`src/rtl/dma_loop_pkg.sv`:
```
package dma_loop_pkg;
  typedef struct packed {
    logic loadCfg;   // capture descriptor
    logic rdBeat;    // read beat acknowledged
    logic wrBeat;    // write beat acknowledged
    logic minorEnd;  // minor loop finished
    logic majorEnd;  // major loop finished
    logic wrSel;     // memory port in write phase
  } dpStrobe_t;

  typedef enum logic [1:0] {
    ST_IDLE,
    ST_READ,
    ST_WRITE,
    ST_FINISH
  } loopState_t;
endpackage

```
`src/rtl/dma_loop_datapath.sv`:
```
module dma_loop_datapath
  import dma_loop_pkg::*;
#(
  parameter int ADDR_W = 32,
  parameter int OFF_W  = 16,
  parameter int NB_W   = 32,
  parameter int DATA_W = 32,
  parameter int MOD_W  = 5
) (
  input  logic              clk,
  input  logic              rstN,
  input  dpStrobe_t         stb,
  input  logic [ADDR_W-1:0] cfgSrcAddr,
  input  logic [ADDR_W-1:0] cfgDstAddr,
  input  logic [OFF_W-1:0]  cfgSrcOff,
  input  logic [OFF_W-1:0]  cfgDstOff,
  input  logic [2:0]        cfgSrcSize,
  input  logic [2:0]        cfgDstSize,
  input  logic [MOD_W-1:0]  cfgSrcMod,
  input  logic [MOD_W-1:0]  cfgDstMod,
  input  logic [NB_W-1:0]   cfgNBytes,
  input  logic [ADDR_W-1:0] cfgSrcLastAdj,
  input  logic [ADDR_W-1:0] cfgDstLastAdj,
  input  logic [DATA_W-1:0] memRdata,
  output logic [ADDR_W-1:0] memAddr,
  output logic [1:0]        memSize,
  output logic [DATA_W-1:0] memWdata,
  output logic              cfgBad,
  output logic              rdUnitLast,
  output logic              wrUnitLast,
  output logic              minorLast
);
  localparam int LANES     = DATA_W / 8;
  localparam int OFS_W     = $clog2(LANES) + 1;
  localparam int MAX_CODE  = $clog2(LANES);

  logic [ADDR_W-1:0] srcAddr, dstAddr, srcLast, dstLast;
  logic [OFF_W-1:0]  srcOff, dstOff;
  logic [MOD_W-1:0]  srcMod, dstMod;
  logic [2:0]        srcSize, dstSize;
  logic [NB_W-1:0]   nBytes, bytesLeft;
  logic [OFS_W-1:0]  rdOff, wrOff, sBytes, dBytes, unitBytes;
  logic [DATA_W-1:0] dataBuf, bufNext, wMask, wShift;

  function automatic logic [ADDR_W-1:0] stepAddr(input logic [ADDR_W-1:0] a,
                                                 input logic [OFF_W-1:0] off,
                                                 input logic [MOD_W-1:0] m);
    logic [ADDR_W-1:0] sum, keep;
    sum  = a + {{(ADDR_W-OFF_W){off[OFF_W-1]}}, off};
    keep = (m == '0) ? '0 : ({ADDR_W{1'b1}} << m);
    return (a & keep) | (sum & ~keep);
  endfunction

  assign sBytes    = OFS_W'(1) << srcSize[1:0];
  assign dBytes    = OFS_W'(1) << dstSize[1:0];
  assign unitBytes = (sBytes > dBytes) ? sBytes : dBytes;

  assign cfgBad = (srcSize > 3'(MAX_CODE)) || (dstSize > 3'(MAX_CODE)) ||
                  (nBytes == '0) ||
                  ((nBytes & (NB_W'(unitBytes) - NB_W'(1))) != '0);

  assign rdUnitLast = (rdOff + sBytes) == unitBytes;
  assign wrUnitLast = (wrOff + dBytes) == unitBytes;
  assign minorLast  = bytesLeft == NB_W'(dBytes);

  always_comb begin
    bufNext = dataBuf;
    for (int b = 0; b < LANES; b++) begin
      logic [OFS_W-1:0]  laneIdx;
      logic [OFS_W-1:0]  rel;
      logic [DATA_W-1:0] shifted;
      laneIdx = OFS_W'(b);
      rel     = laneIdx - rdOff;
      shifted = memRdata >> {rel, 3'b000};
      if (laneIdx >= rdOff && laneIdx < rdOff + sBytes)
        bufNext[b*8 +: 8] = shifted[7:0];
    end
  end

  assign wShift   = dataBuf >> {wrOff, 3'b000};
  assign wMask    = ~({DATA_W{1'b1}} << {dBytes, 3'b000});
  assign memWdata = wShift & wMask;
  assign memAddr  = stb.wrSel ? dstAddr : srcAddr;
  assign memSize  = stb.wrSel ? dstSize[1:0] : srcSize[1:0];

  always_ff @(posedge clk or negedge rstN) begin
    if (!rstN) begin
      srcAddr <= '0; dstAddr <= '0; srcLast <= '0; dstLast <= '0;
      srcOff <= '0; dstOff <= '0; srcMod <= '0; dstMod <= '0;
      srcSize <= '0; dstSize <= '0; nBytes <= '0; bytesLeft <= '0;
      rdOff <= '0; wrOff <= '0; dataBuf <= '0;
    end else if (stb.loadCfg) begin
      srcAddr   <= cfgSrcAddr;    dstAddr <= cfgDstAddr;
      srcLast   <= cfgSrcLastAdj; dstLast <= cfgDstLastAdj;
      srcOff    <= cfgSrcOff;     dstOff  <= cfgDstOff;
      srcMod    <= cfgSrcMod;     dstMod  <= cfgDstMod;
      srcSize   <= cfgSrcSize;    dstSize <= cfgDstSize;
      nBytes    <= cfgNBytes;     bytesLeft <= cfgNBytes;
      rdOff     <= '0;            wrOff   <= '0;
      dataBuf   <= '0;
    end else begin
      if (stb.rdBeat) begin
        srcAddr <= stepAddr(srcAddr, srcOff, srcMod);
        dataBuf <= bufNext;
        rdOff   <= rdUnitLast ? '0 : rdOff + sBytes;
      end
      if (stb.wrBeat) begin
        dstAddr   <= stepAddr(dstAddr, dstOff, dstMod);
        bytesLeft <= bytesLeft - NB_W'(dBytes);
        wrOff     <= wrUnitLast ? '0 : wrOff + dBytes;
      end
      if (stb.minorEnd) bytesLeft <= nBytes;
      if (stb.majorEnd) begin
        srcAddr <= srcAddr + srcLast;
        dstAddr <= dstAddr + dstLast;
      end
    end
  end
endmodule

```
`src/rtl/dma_loop_ctrl.sv`:
```
module dma_loop_ctrl
  import dma_loop_pkg::*;
#(
  parameter int CNT_W = 15,
  parameter int CH_W  = 6
) (
  input  logic             clk,
  input  logic             rstN,
  input  logic             cfgLoad,
  input  logic [CNT_W:0]   cfgIter,
  input  logic [CH_W-1:0]  cfgMinorLinkCh,
  input  logic             cfgMajorLinkEn,
  input  logic [CH_W-1:0]  cfgMajorLinkCh,
  input  logic             cfgHalfIrqEn,
  input  logic             cfgMajorIrqEn,
  input  logic             cfgStopPeriphAtDone,
  input  logic             cfgStart,
  input  logic             swStart,
  input  logic             periphReq,
  input  logic             linkIn,
  input  logic             memAck,
  input  logic             cfgBad,
  input  logic             rdUnitLast,
  input  logic             wrUnitLast,
  input  logic             minorLast,
  output dpStrobe_t        stb,
  output logic             memReq,
  output logic             memWe,
  output logic [CNT_W-1:0] curCount,
  output logic             activeFlag,
  output logic             doneFlag,
  output logic             cfgErr,
  output logic             irqHalf,
  output logic             irqMajor,
  output logic             linkReq,
  output logic [CH_W-1:0]  linkCh
);
  loopState_t       state;
  logic [CNT_W-1:0] beginCount, countDec;
  logic [CH_W-1:0]  minorCh, majorCh;
  logic minorLinkEn, majorLinkEn, halfEn, majorEn, stopPeriph;
  logic periphOn, startPend, go, lastIter;

  assign cfgErr   = cfgBad || (beginCount == '0);
  assign go       = (state == ST_IDLE) && !cfgErr &&
                    (swStart || startPend || linkIn || (periphReq && periphOn));
  assign countDec = curCount - CNT_W'(1);
  assign lastIter = (curCount == CNT_W'(1));

  assign stb.loadCfg  = cfgLoad && (state == ST_IDLE);
  assign stb.rdBeat   = (state == ST_READ) && memAck;
  assign stb.wrBeat   = (state == ST_WRITE) && memAck;
  assign stb.minorEnd = (state == ST_FINISH);
  assign stb.majorEnd = (state == ST_FINISH) && lastIter;
  assign stb.wrSel    = (state == ST_WRITE);

  assign memReq = (state == ST_READ) || (state == ST_WRITE);
  assign memWe  = (state == ST_WRITE);

  always_ff @(posedge clk or negedge rstN) begin
    if (!rstN) begin
      state <= ST_IDLE;
      beginCount <= '0; curCount <= '0;
      minorCh <= '0; majorCh <= '0;
      minorLinkEn <= 1'b0; majorLinkEn <= 1'b0;
      halfEn <= 1'b0; majorEn <= 1'b0; stopPeriph <= 1'b0;
      periphOn <= 1'b1; startPend <= 1'b0;
      activeFlag <= 1'b0; doneFlag <= 1'b0;
      irqHalf <= 1'b0; irqMajor <= 1'b0; linkReq <= 1'b0; linkCh <= '0;
    end else begin
      irqHalf  <= 1'b0;
      irqMajor <= 1'b0;
      linkReq  <= 1'b0;
      unique case (state)
        ST_IDLE: begin
          if (stb.loadCfg) begin
            beginCount  <= cfgIter[CNT_W-1:0];
            curCount    <= cfgIter[CNT_W-1:0];
            minorLinkEn <= cfgIter[CNT_W];
            minorCh     <= cfgMinorLinkCh;
            majorLinkEn <= cfgMajorLinkEn;
            majorCh     <= cfgMajorLinkCh;
            halfEn      <= cfgHalfIrqEn;
            majorEn     <= cfgMajorIrqEn;
            stopPeriph  <= cfgStopPeriphAtDone;
            startPend   <= cfgStart;
            periphOn    <= 1'b1;
            doneFlag    <= 1'b0;
          end else if (go) begin
            state      <= ST_READ;
            activeFlag <= 1'b1;
            doneFlag   <= 1'b0;
            startPend  <= 1'b0;
          end
        end
        ST_READ:
          if (memAck && rdUnitLast) state <= ST_WRITE;
        ST_WRITE:
          if (memAck && wrUnitLast) state <= minorLast ? ST_FINISH : ST_READ;
        ST_FINISH: begin
          state      <= ST_IDLE;
          activeFlag <= 1'b0;
          if (lastIter) begin
            curCount <= beginCount;
            doneFlag <= 1'b1;
            irqMajor <= majorEn;
            if (stopPeriph) periphOn <= 1'b0;
            if (majorLinkEn) begin
              linkReq <= 1'b1;
              linkCh  <= majorCh;
            end
          end else begin
            curCount <= countDec;
            irqHalf  <= halfEn && (countDec == (beginCount >> 1));
            if (minorLinkEn) begin
              linkReq <= 1'b1;
              linkCh  <= minorCh;
            end
          end
        end
        default: state <= ST_IDLE;
      endcase
    end
  end
endmodule

```
`src/rtl/dma_loop_engine.sv`:
```
module dma_loop_engine
  import dma_loop_pkg::*;
#(
  parameter int ADDR_W = 32,
  parameter int OFF_W  = 16,
  parameter int NB_W   = 32,
  parameter int DATA_W = 32,
  parameter int MOD_W  = 5,
  parameter int CNT_W  = 15,
  parameter int CH_W   = 6
) (
  input  logic              clk,
  input  logic              rstN,
  input  logic              cfgLoad,
  input  logic [ADDR_W-1:0] cfgSrcAddr,
  input  logic [ADDR_W-1:0] cfgDstAddr,
  input  logic [OFF_W-1:0]  cfgSrcOff,
  input  logic [OFF_W-1:0]  cfgDstOff,
  input  logic [2:0]        cfgSrcSize,
  input  logic [2:0]        cfgDstSize,
  input  logic [MOD_W-1:0]  cfgSrcMod,
  input  logic [MOD_W-1:0]  cfgDstMod,
  input  logic [NB_W-1:0]   cfgNBytes,
  input  logic [ADDR_W-1:0] cfgSrcLastAdj,
  input  logic [ADDR_W-1:0] cfgDstLastAdj,
  input  logic [CNT_W:0]    cfgIter,
  input  logic [CH_W-1:0]   cfgMinorLinkCh,
  input  logic              cfgMajorLinkEn,
  input  logic [CH_W-1:0]   cfgMajorLinkCh,
  input  logic              cfgHalfIrqEn,
  input  logic              cfgMajorIrqEn,
  input  logic              cfgStopPeriphAtDone,
  input  logic              cfgStart,
  input  logic              swStart,
  input  logic              periphReq,
  input  logic              linkIn,
  output logic              memReq,
  output logic              memWe,
  output logic [ADDR_W-1:0] memAddr,
  output logic [1:0]        memSize,
  output logic [DATA_W-1:0] memWdata,
  input  logic              memAck,
  input  logic [DATA_W-1:0] memRdata,
  output logic [CNT_W-1:0]  curCount,
  output logic              activeFlag,
  output logic              doneFlag,
  output logic              cfgErr,
  output logic              irqHalf,
  output logic              irqMajor,
  output logic              linkReq,
  output logic [CH_W-1:0]   linkCh
);
  dpStrobe_t stb;
  logic cfgBad, rdUnitLast, wrUnitLast, minorLast;

  dma_loop_ctrl #(.CNT_W(CNT_W), .CH_W(CH_W)) uCtrl (
    .clk(clk), .rstN(rstN), .cfgLoad(cfgLoad), .cfgIter(cfgIter),
    .cfgMinorLinkCh(cfgMinorLinkCh), .cfgMajorLinkEn(cfgMajorLinkEn),
    .cfgMajorLinkCh(cfgMajorLinkCh), .cfgHalfIrqEn(cfgHalfIrqEn),
    .cfgMajorIrqEn(cfgMajorIrqEn), .cfgStopPeriphAtDone(cfgStopPeriphAtDone),
    .cfgStart(cfgStart), .swStart(swStart), .periphReq(periphReq),
    .linkIn(linkIn), .memAck(memAck), .cfgBad(cfgBad),
    .rdUnitLast(rdUnitLast), .wrUnitLast(wrUnitLast), .minorLast(minorLast),
    .stb(stb), .memReq(memReq), .memWe(memWe), .curCount(curCount),
    .activeFlag(activeFlag), .doneFlag(doneFlag), .cfgErr(cfgErr),
    .irqHalf(irqHalf), .irqMajor(irqMajor), .linkReq(linkReq), .linkCh(linkCh)
  );

  dma_loop_datapath #(.ADDR_W(ADDR_W), .OFF_W(OFF_W), .NB_W(NB_W),
                      .DATA_W(DATA_W), .MOD_W(MOD_W)) uPath (
    .clk(clk), .rstN(rstN), .stb(stb),
    .cfgSrcAddr(cfgSrcAddr), .cfgDstAddr(cfgDstAddr),
    .cfgSrcOff(cfgSrcOff), .cfgDstOff(cfgDstOff),
    .cfgSrcSize(cfgSrcSize), .cfgDstSize(cfgDstSize),
    .cfgSrcMod(cfgSrcMod), .cfgDstMod(cfgDstMod), .cfgNBytes(cfgNBytes),
    .cfgSrcLastAdj(cfgSrcLastAdj), .cfgDstLastAdj(cfgDstLastAdj),
    .memRdata(memRdata), .memAddr(memAddr), .memSize(memSize),
    .memWdata(memWdata), .cfgBad(cfgBad), .rdUnitLast(rdUnitLast),
    .wrUnitLast(wrUnitLast), .minorLast(minorLast)
  );
endmodule

```
`config.mk`:
```
export PLATFORM = sky130hd
export DESIGN_NAME = dma_loop_engine
export DESIGN_NICKNAME = d
export VERILOG_FILES = /design/src/rtl/dma_loop_pkg.sv /design/src/rtl/dma_loop_datapath.sv /design/src/rtl/dma_loop_ctrl.sv /design/src/rtl/dma_loop_engine.sv
export SDC_FILE = /design/constraint.sdc
export NUM_CORES = 1
export LEC_CHECK = 0
export BUFFER_PORTS_ARGS = -buffer_cell sky130_fd_sc_hd__buf_2
export CAP_MARGIN = 30
export CORE_ASPECT_RATIO = 1.4
export CORE_MARGIN = 4
export CORE_UTILIZATION = 60
export CTS_CLUSTER_DIAMETER = 200
export DETAILED_ROUTE_END_ITERATION = 10
export GPL_TIMING_DRIVEN = 0
export PLACE_DENSITY = 0.83
export SLEW_MARGIN = 20
export SYNTH_ARGS = -nofsm -noshare
export SYNTH_HDL_FRONTEND = slang
export SYNTH_HIERARCHICAL = 1
export SYNTH_SLANG_ARGS = --single-unit
```
`constraint.sdc`:
```
create_clock -name clk -period 8.9 [get_ports clk]
set_input_delay 1.78 -clock clk [delete_from_list [all_inputs] [get_ports clk]]
set_output_delay 1.78 -clock clk [all_outputs]
set_load 0.1 [all_outputs]
```
==> results.cfg, run 1 <==
[run_status]
outcome = completed

[logic_synthesis]
netlist_area_um2 = 26300
synth_cells = 2974
ys_seq_area_share_pct = 32.4
synth_area_leader_cell = dfrtp_1
async_flop_share_pct = 100
ys.flop_type = dfrtp_1
yosysTopAreaCellShare_pct = 32.3
synth_fp_nets = 3409
ys_warn_count = 6
ys_types = 106
synth.avg_cell_area_um2 = 8.83
synth_area_leaders = dfrtp_1 (32%), mux2_2 (8.7%), ha_1 (7.2%)
ys_ff_latch = 340
synth_edf_count = 0

[placed_design]
placed_area_um2 = 28900
dp_hpwl_um = 82000
dp_slack_ps = 2840
dp.cells = 3905
place.gp.congestion = 1.03
portBuffers = 374

[timing]
slew_headroom_pct = 25.0
drv_slew = 0
fin_crit_sh_pct = 68.3
setup_ws_ps = 2820
fin_skew_ps = 21.2
final_hold_viol_count = 0
final.setup.tns_ps = 0
fmax_mhz = 165
finalSetupViolCount = 0
fin_crit_ps = 6080
grt_setup_unrepaired = no
worst_pin_slew_ps = 1130

[setup_path]
path_common_cell = ha_1
cp-end-kind = output port
criticalPathCategory = register to output port
cp_num_cells = 14
worstReg2RegEnd = uPath/nBytes[3]$_DFFE_PN0P_
cp.required_ps = 7120
path_cells = inv_1 > ha_1 > xor2_1 > a21oi_1 > o22a_2 > nor2_1 > o32ai_2 > mux2i_2 > ha_1 > o22ai_1 > a2111oi_0 > o2111ai_1 > a41o_1 > buf_2
rrSetupSlack_ps = 3350
reg2reg_from = uCtrl/state[0]$_DFFE_PN0P_
cp_max_fo = 5
crit_arrival_ps = 4300
reg2reg_depth = 13
cp-start-kind = register
critical-path-slowest-cell = mux2i_2
startpoint = uPath/dstSize[1]$_DFFE_PN0P_
crit_end = cfgErr
cp_num_buf_inv = 2
crit_family = compound AO/OA/AOI/OAI gates
max_stage_delay_ps = 480

[floorplanning]
start_util_pct = 60.7
core_um2 = 43200
die_area_um2 = 47200
rows = 90
die_w_um = 185
die_y_um = 256
io_pins = 375

[cts]
root_buffer = clkbuf_16
cts_tree = built
clkTransAtPathRegs_ps = 60
cts_hold_buf = 0
htree_levels = 2
postCtsSetupBuffers = 0
clock_sinks = 340
worst_skew_pair.late_latency_ps = 560
post_cts_resized = 0
cts_buffers = 38
cts_buffer_depth = 3

[cells_and_area]
instances_no_fill = 3980
final_common_cell = buf_2
areaGrowthSynthToFinish_pct = 15.2
layout_common_cells = buf_2 (385), dfrtp_1 (339), nand2_1 (289)
nNetsFinal = 3831
drive_gt1_share_pct = 21.4
n_fill_cell = 3389
finish.instance_area_um2 = 30300

[routing]
drt-total-wl_um = 105000
routedWlPerCell_um = 26.5
drc = 0
first_pass_iters = 8
postRouteAntennaNets = 0
via_per_inst = 6.81
num_vias = 27100
drt_iter0_drc = 2602

[job]
drv_cap = 0

[global_route]
antenna_found_initial = 3
grt_pass1_wl_um = 157000
grt_pass1_vias = 27100
grt_max_degree = 95
grt_use_total_pct = 42.8
overflow = 0

[hold_path]
worstHoldPathType = register to register
cell families (layout without fill, tap and decap cells):
logic type / count (synthesis) / after routing / synth area share [%]
and+or+nand+nor: 875 / 875 / 15.8
buffers and inverters: 263 / 710 / 4.24
DFF: 340 / 340 / 32.4
adders and majority gates: 155 / 155 / 7.50
AOI/OAI and AO/OA: 900 / 900 / 22.2
xor gates and xnor gates: 153 / 153 / 5.10
muxes: 288 / 288 / 12.7
other: 0 / 7 / 0
final cells by class:
class	instances	area (um2)	share of cell area, %
Multi-Input combinational cell	2371	16600	55.0
Sequential cell	340	8510	28.1
Timing Repair Buffer	382	2020	6.69
Clock buffer	52	1090	3.62
Buffer	168	757	2.50
Tap cell	552	691	2.28
Inverter	95	357	1.18
Clock inverter	13	165	0.546
Antenna cell	7	17.5	0.0579
metrics by stage:
step	hold WS [ps]	utilization (%)
finish	505	70.0
detailed placement	491	66.9
global placement	480	66.7
CTS	504	69.8
floorplan	456	-
global route	517	69.9
cell usage after synthesis, drive strengths merged (29+ instances only):
cell type and number:
nor3 60, xnor2 93, buf 35, ha 151, and3 29, a21o 65, a31oi 44, a21oi 234
mux2 204, nand2 289, clkbuf 131, nand3 77, nor2 229, o211ai 42, inv 93, a211oi 43
mux2i 68, dfrtp 339, xor2 60, o21ai 245
metal layers:
layer  vias up  GRT usage (%)  wire [um]
met5         -              0          0
met2      1841           70.7      49500
li1      11800              -          -
met1     12900           47.8      35600
met3       586           8.12       9620
met4         0           33.9      10700
worst min-delay path by stage:
stage                                         from                              to  slack (ps)  cells after the start
floorplan           uPath/bytesLeft[2]$_DFFE_PN0P_  uPath/bytesLeft[2]$_DFFE_PN0P_         460                      2
global placement       uCtrl/startPend$_DFFE_PN0P_     uCtrl/startPend$_DFFE_PN0P_         480                      1
global route          uCtrl/activeFlag$_DFFE_PN0P_    uCtrl/activeFlag$_DFFE_PN0P_         520                      1
finish                uCtrl/activeFlag$_DFFE_PN0P_    uCtrl/activeFlag$_DFFE_PN0P_         500                      1
detailed placement  uPath/bytesLeft[2]$_DFFE_PN0P_  uPath/bytesLeft[2]$_DFFE_PN0P_         490                      2
CTS                   uCtrl/activeFlag$_DFFE_PN0P_    uCtrl/activeFlag$_DFFE_PN0P_         500                      1
Power of run 1 is left out: the tool's default activity adds up to more than one toggle a clock period on the data nets, which glitch-free logic cannot reach.
==> run 2: changes to the inputs <==
--- a/config.mk
+++ b/config.mk
@@ -5,15 +5,16 @@
 export SDC_FILE = /design/constraint.sdc
 export NUM_CORES = 1
 export LEC_CHECK = 0
+export ABC_AREA = 1
 export BUFFER_PORTS_ARGS = -buffer_cell sky130_fd_sc_hd__buf_2
 export CAP_MARGIN = 30
 export CORE_ASPECT_RATIO = 1.4
 export CORE_MARGIN = 4
-export CORE_UTILIZATION = 60
+export CORE_UTILIZATION = 54
 export CTS_CLUSTER_DIAMETER = 200
 export DETAILED_ROUTE_END_ITERATION = 10
 export GPL_TIMING_DRIVEN = 0
-export PLACE_DENSITY = 0.83
+export PLACE_DENSITY = 0.78
 export SLEW_MARGIN = 20
 export SYNTH_ARGS = -nofsm -noshare
 export SYNTH_HDL_FRONTEND = slang
==> constraint.sdc (replaced) <==
create_clock -name clk -period 5.32 [get_ports clk]
set_input_delay 1.064 -clock clk [delete_from_list [all_inputs] [get_ports clk]]
set_output_delay 1.064 -clock clk [all_outputs]
set_load 0.1 [all_outputs]
==> results.cfg, run 2 <==
[cells_and_area]
instances_no_fill = 6110
final_common_cell = nand2_1
areaGrowthSynthToFinish_pct = 14.7
drive_gt1_share_pct = 10.7
nNetsFinal = 5782
n_fill_cell = 5534
layout_common_cells = nand2_1 (1,870), inv_1 (710), nor2_1 (463)

[floorplanning]
die_area_um2 = 59100
rows = 101
core_um2 = 54500
die_w_um = 207
die_y_um = 286
start_util_pct = 54.8
io_pins = 375

[logic_synthesis]
ys_types = 63
ys_ff_latch = 340
synth_area_leader_cell = dfrtp_1
synth_area_leaders = dfrtp_1 (28%), nand2_1 (24%), inv_1 (8.9%)
synth.avg_cell_area_um2 = 6.05
netlist_area_um2 = 29800
async_flop_share_pct = 100
synthTopCellsByCount = nand2_1 (1,870), inv_1 (710), nor2_1 (463)
synth_edf_count = 0
ys.flop_type = dfrtp_1
yosysTopAreaCellShare_pct = 28.4
ys_warn_count = 6
ys_seq_area_share_pct = 28.5
synth_cells = 4926
synth_fp_nets = 5361
synth.most_common_cell = nand2_1

[placed_design]
dp_hpwl_um = 96000
dp.cells = 6026
place.gp.congestion = 1.05
portBuffers = 374

[global_route]
grt_busiest_layer = met2
overflow = 0
grtUsageMet3_pct = 8.97
antenna_found_initial = 24
grt_pass1_vias = 31800
grt_pass1_wl_um = 177000
grt_use_met1_pct = 46.0
met2_usage_pct = 64.4
grt_max_degree = 95
grt_use_total_pct = 38.9

[cts]
cts_hold_buf = 0
htree_levels = 2
clkTransAtPathRegs_ps = 60
clock_sinks = 340
root_buffer = clkbuf_16
cts_tree = built
worst_skew_pair.late_latency_ps = 590
cts_buffers = 40
cts_buffer_depth = 3

[timing]
fmax_mhz = 197
slew_headroom_pct = 30.3
finalSetupViolCount = 0
drv_slew = 0
whs_ps = 383
fin_crit_ps = 5070
fin_skew_ps = 23.8
fin_crit_sh_pct = 95.2
worst_pin_slew_ps = 1050
final_hold_viol_count = 0

[job]
drv_cap = 0

[routing]
routedWlPerCell_um = 19.5
postRouteAntennaNets = 0
drt_iter0_drc = 3448
num_vias = 33800
drt-total-wl_um = 119000
first_pass_iters = 8
via_per_inst = 5.54
drc = 0

[setup_path]
cp.required_ps = 4260
path_common_cell = nand2_1
max_stage_delay_ps = 430
critical-path-slowest-cell = dfrtp_1
path_cells = inv_1 > ha_2 > ha_1 > nand3_1 > nand2_1 > nand2_1 > nand2_2 > ha_1 > o21ai_0 > a21oi_1 > o21ai_0 > a41oi_2 > o31ai_1 > nor2_1 > nand2_1 > inv_1 > nand2_1 > clkbuf_4
crit_arrival_ps = 4000
crit_family = adder cells
cp_num_buf_inv = 3
cp_max_fo = 5
cp-start-kind = register
criticalPathCategory = register to output port
cp-end-kind = output port

[hold_path]
worstHoldPathType = primary input to asynchronous set/reset pin

[run_status]
outcome = completed
## run 2: repair_timing
item | in CTS | in global routing
resized for setup | 0 | 4
setup endpoints to repair | 0 | 1
setup buffers | 0 | 0
hold endpoints to repair | 0 | 0
## run 2: through the flow
step                      worst slack, ps  setup TNS, ps  cell area, um2  util (%)
final                                 254              0           34200      62.8
after global routing                -9.80          -9.80           34200      62.8
after CTS                             141              0           34200      62.7
after detailed placement              779              0           32700      60.1
after global placement              -3590       -1198440           32600      59.9
after floorplan                       342              0           29800         -
## run 2: cells by family after synthesis
family,after synthesis,share of synthesized area [%]
multiplexers,35,1.26
AO/OA/AOI/OAI,667,12.5
flip-flops,340,28.5
XOR/XNOR,58,1.88
adder cells (fa/ha/maj),155,6.60
buffers and inverters,862,11.0
AND/OR/NAND/NOR,2809,38.2
## run 2: path summary, 6_finish.rpt
kind	startpoint	endpoint	slack, ps	depth (start not counted)
max	uPath/dstSize[1]$_DFFE_PN0P_	cfgErr	250	18
min	rstN	uPath/nBytes[18]$_DFFE_PN0P_	380	1
min in group clk	uPath/dstLast[17]$_DFFE_PN0P_	uPath/dstLast[17]$_DFFE_PN0P_	480	2
max in group asynchronous	rstN	uPath/srcLast[23]$_DFFE_PN0P_	3740	3
max reg2reg	uCtrl/state[1]$_DFFE_PN0P_	uPath/srcOff[3]$_DFFE_PN0P_	890	12
min reg2reg	uPath/dstLast[17]$_DFFE_PN0P_	uPath/dstLast[17]$_DFFE_PN0P_	480	2
## run 2: layout make-up
cell class,instances,area [um2],share of cell area (%)
buffer,136,567,1.66
clock inverter,22,268,0.783
sequential,340,8510,24.9
multi-input combinational,3724,18000,52.7
tap,721,902,2.64
timing repair buffer,379,2010,5.86
clock buffer,51,1160,3.40
inverter,726,2730,7.97
antenna,11,27.5,0.0805
## run 2: worst reg2reg max path, cell delays in order, from the launching register on
cell      delay (ps)
dfrtp_1          430
inv_1            100
ha_1             370
nand2_2          230
inv_1            150
buf_2            260
buf_2            280
buf_2            430
clkbuf_1         540
clkbuf_2         650
clkbuf_1         690
nand2_1          130
nand2_1          100
## run 2: layer usage
| metal | wire [um] | up-vias |
|---|---|---|
| met4 | 7810 | 20 |
| met5 | 137 | - |
| met3 | 11800 | 369 |
| met2 | 55500 | 1676 |
| met1 | 43600 | 15300 |
| li1 | - | 16400 |
Power of run 2 is left out for the same reason.
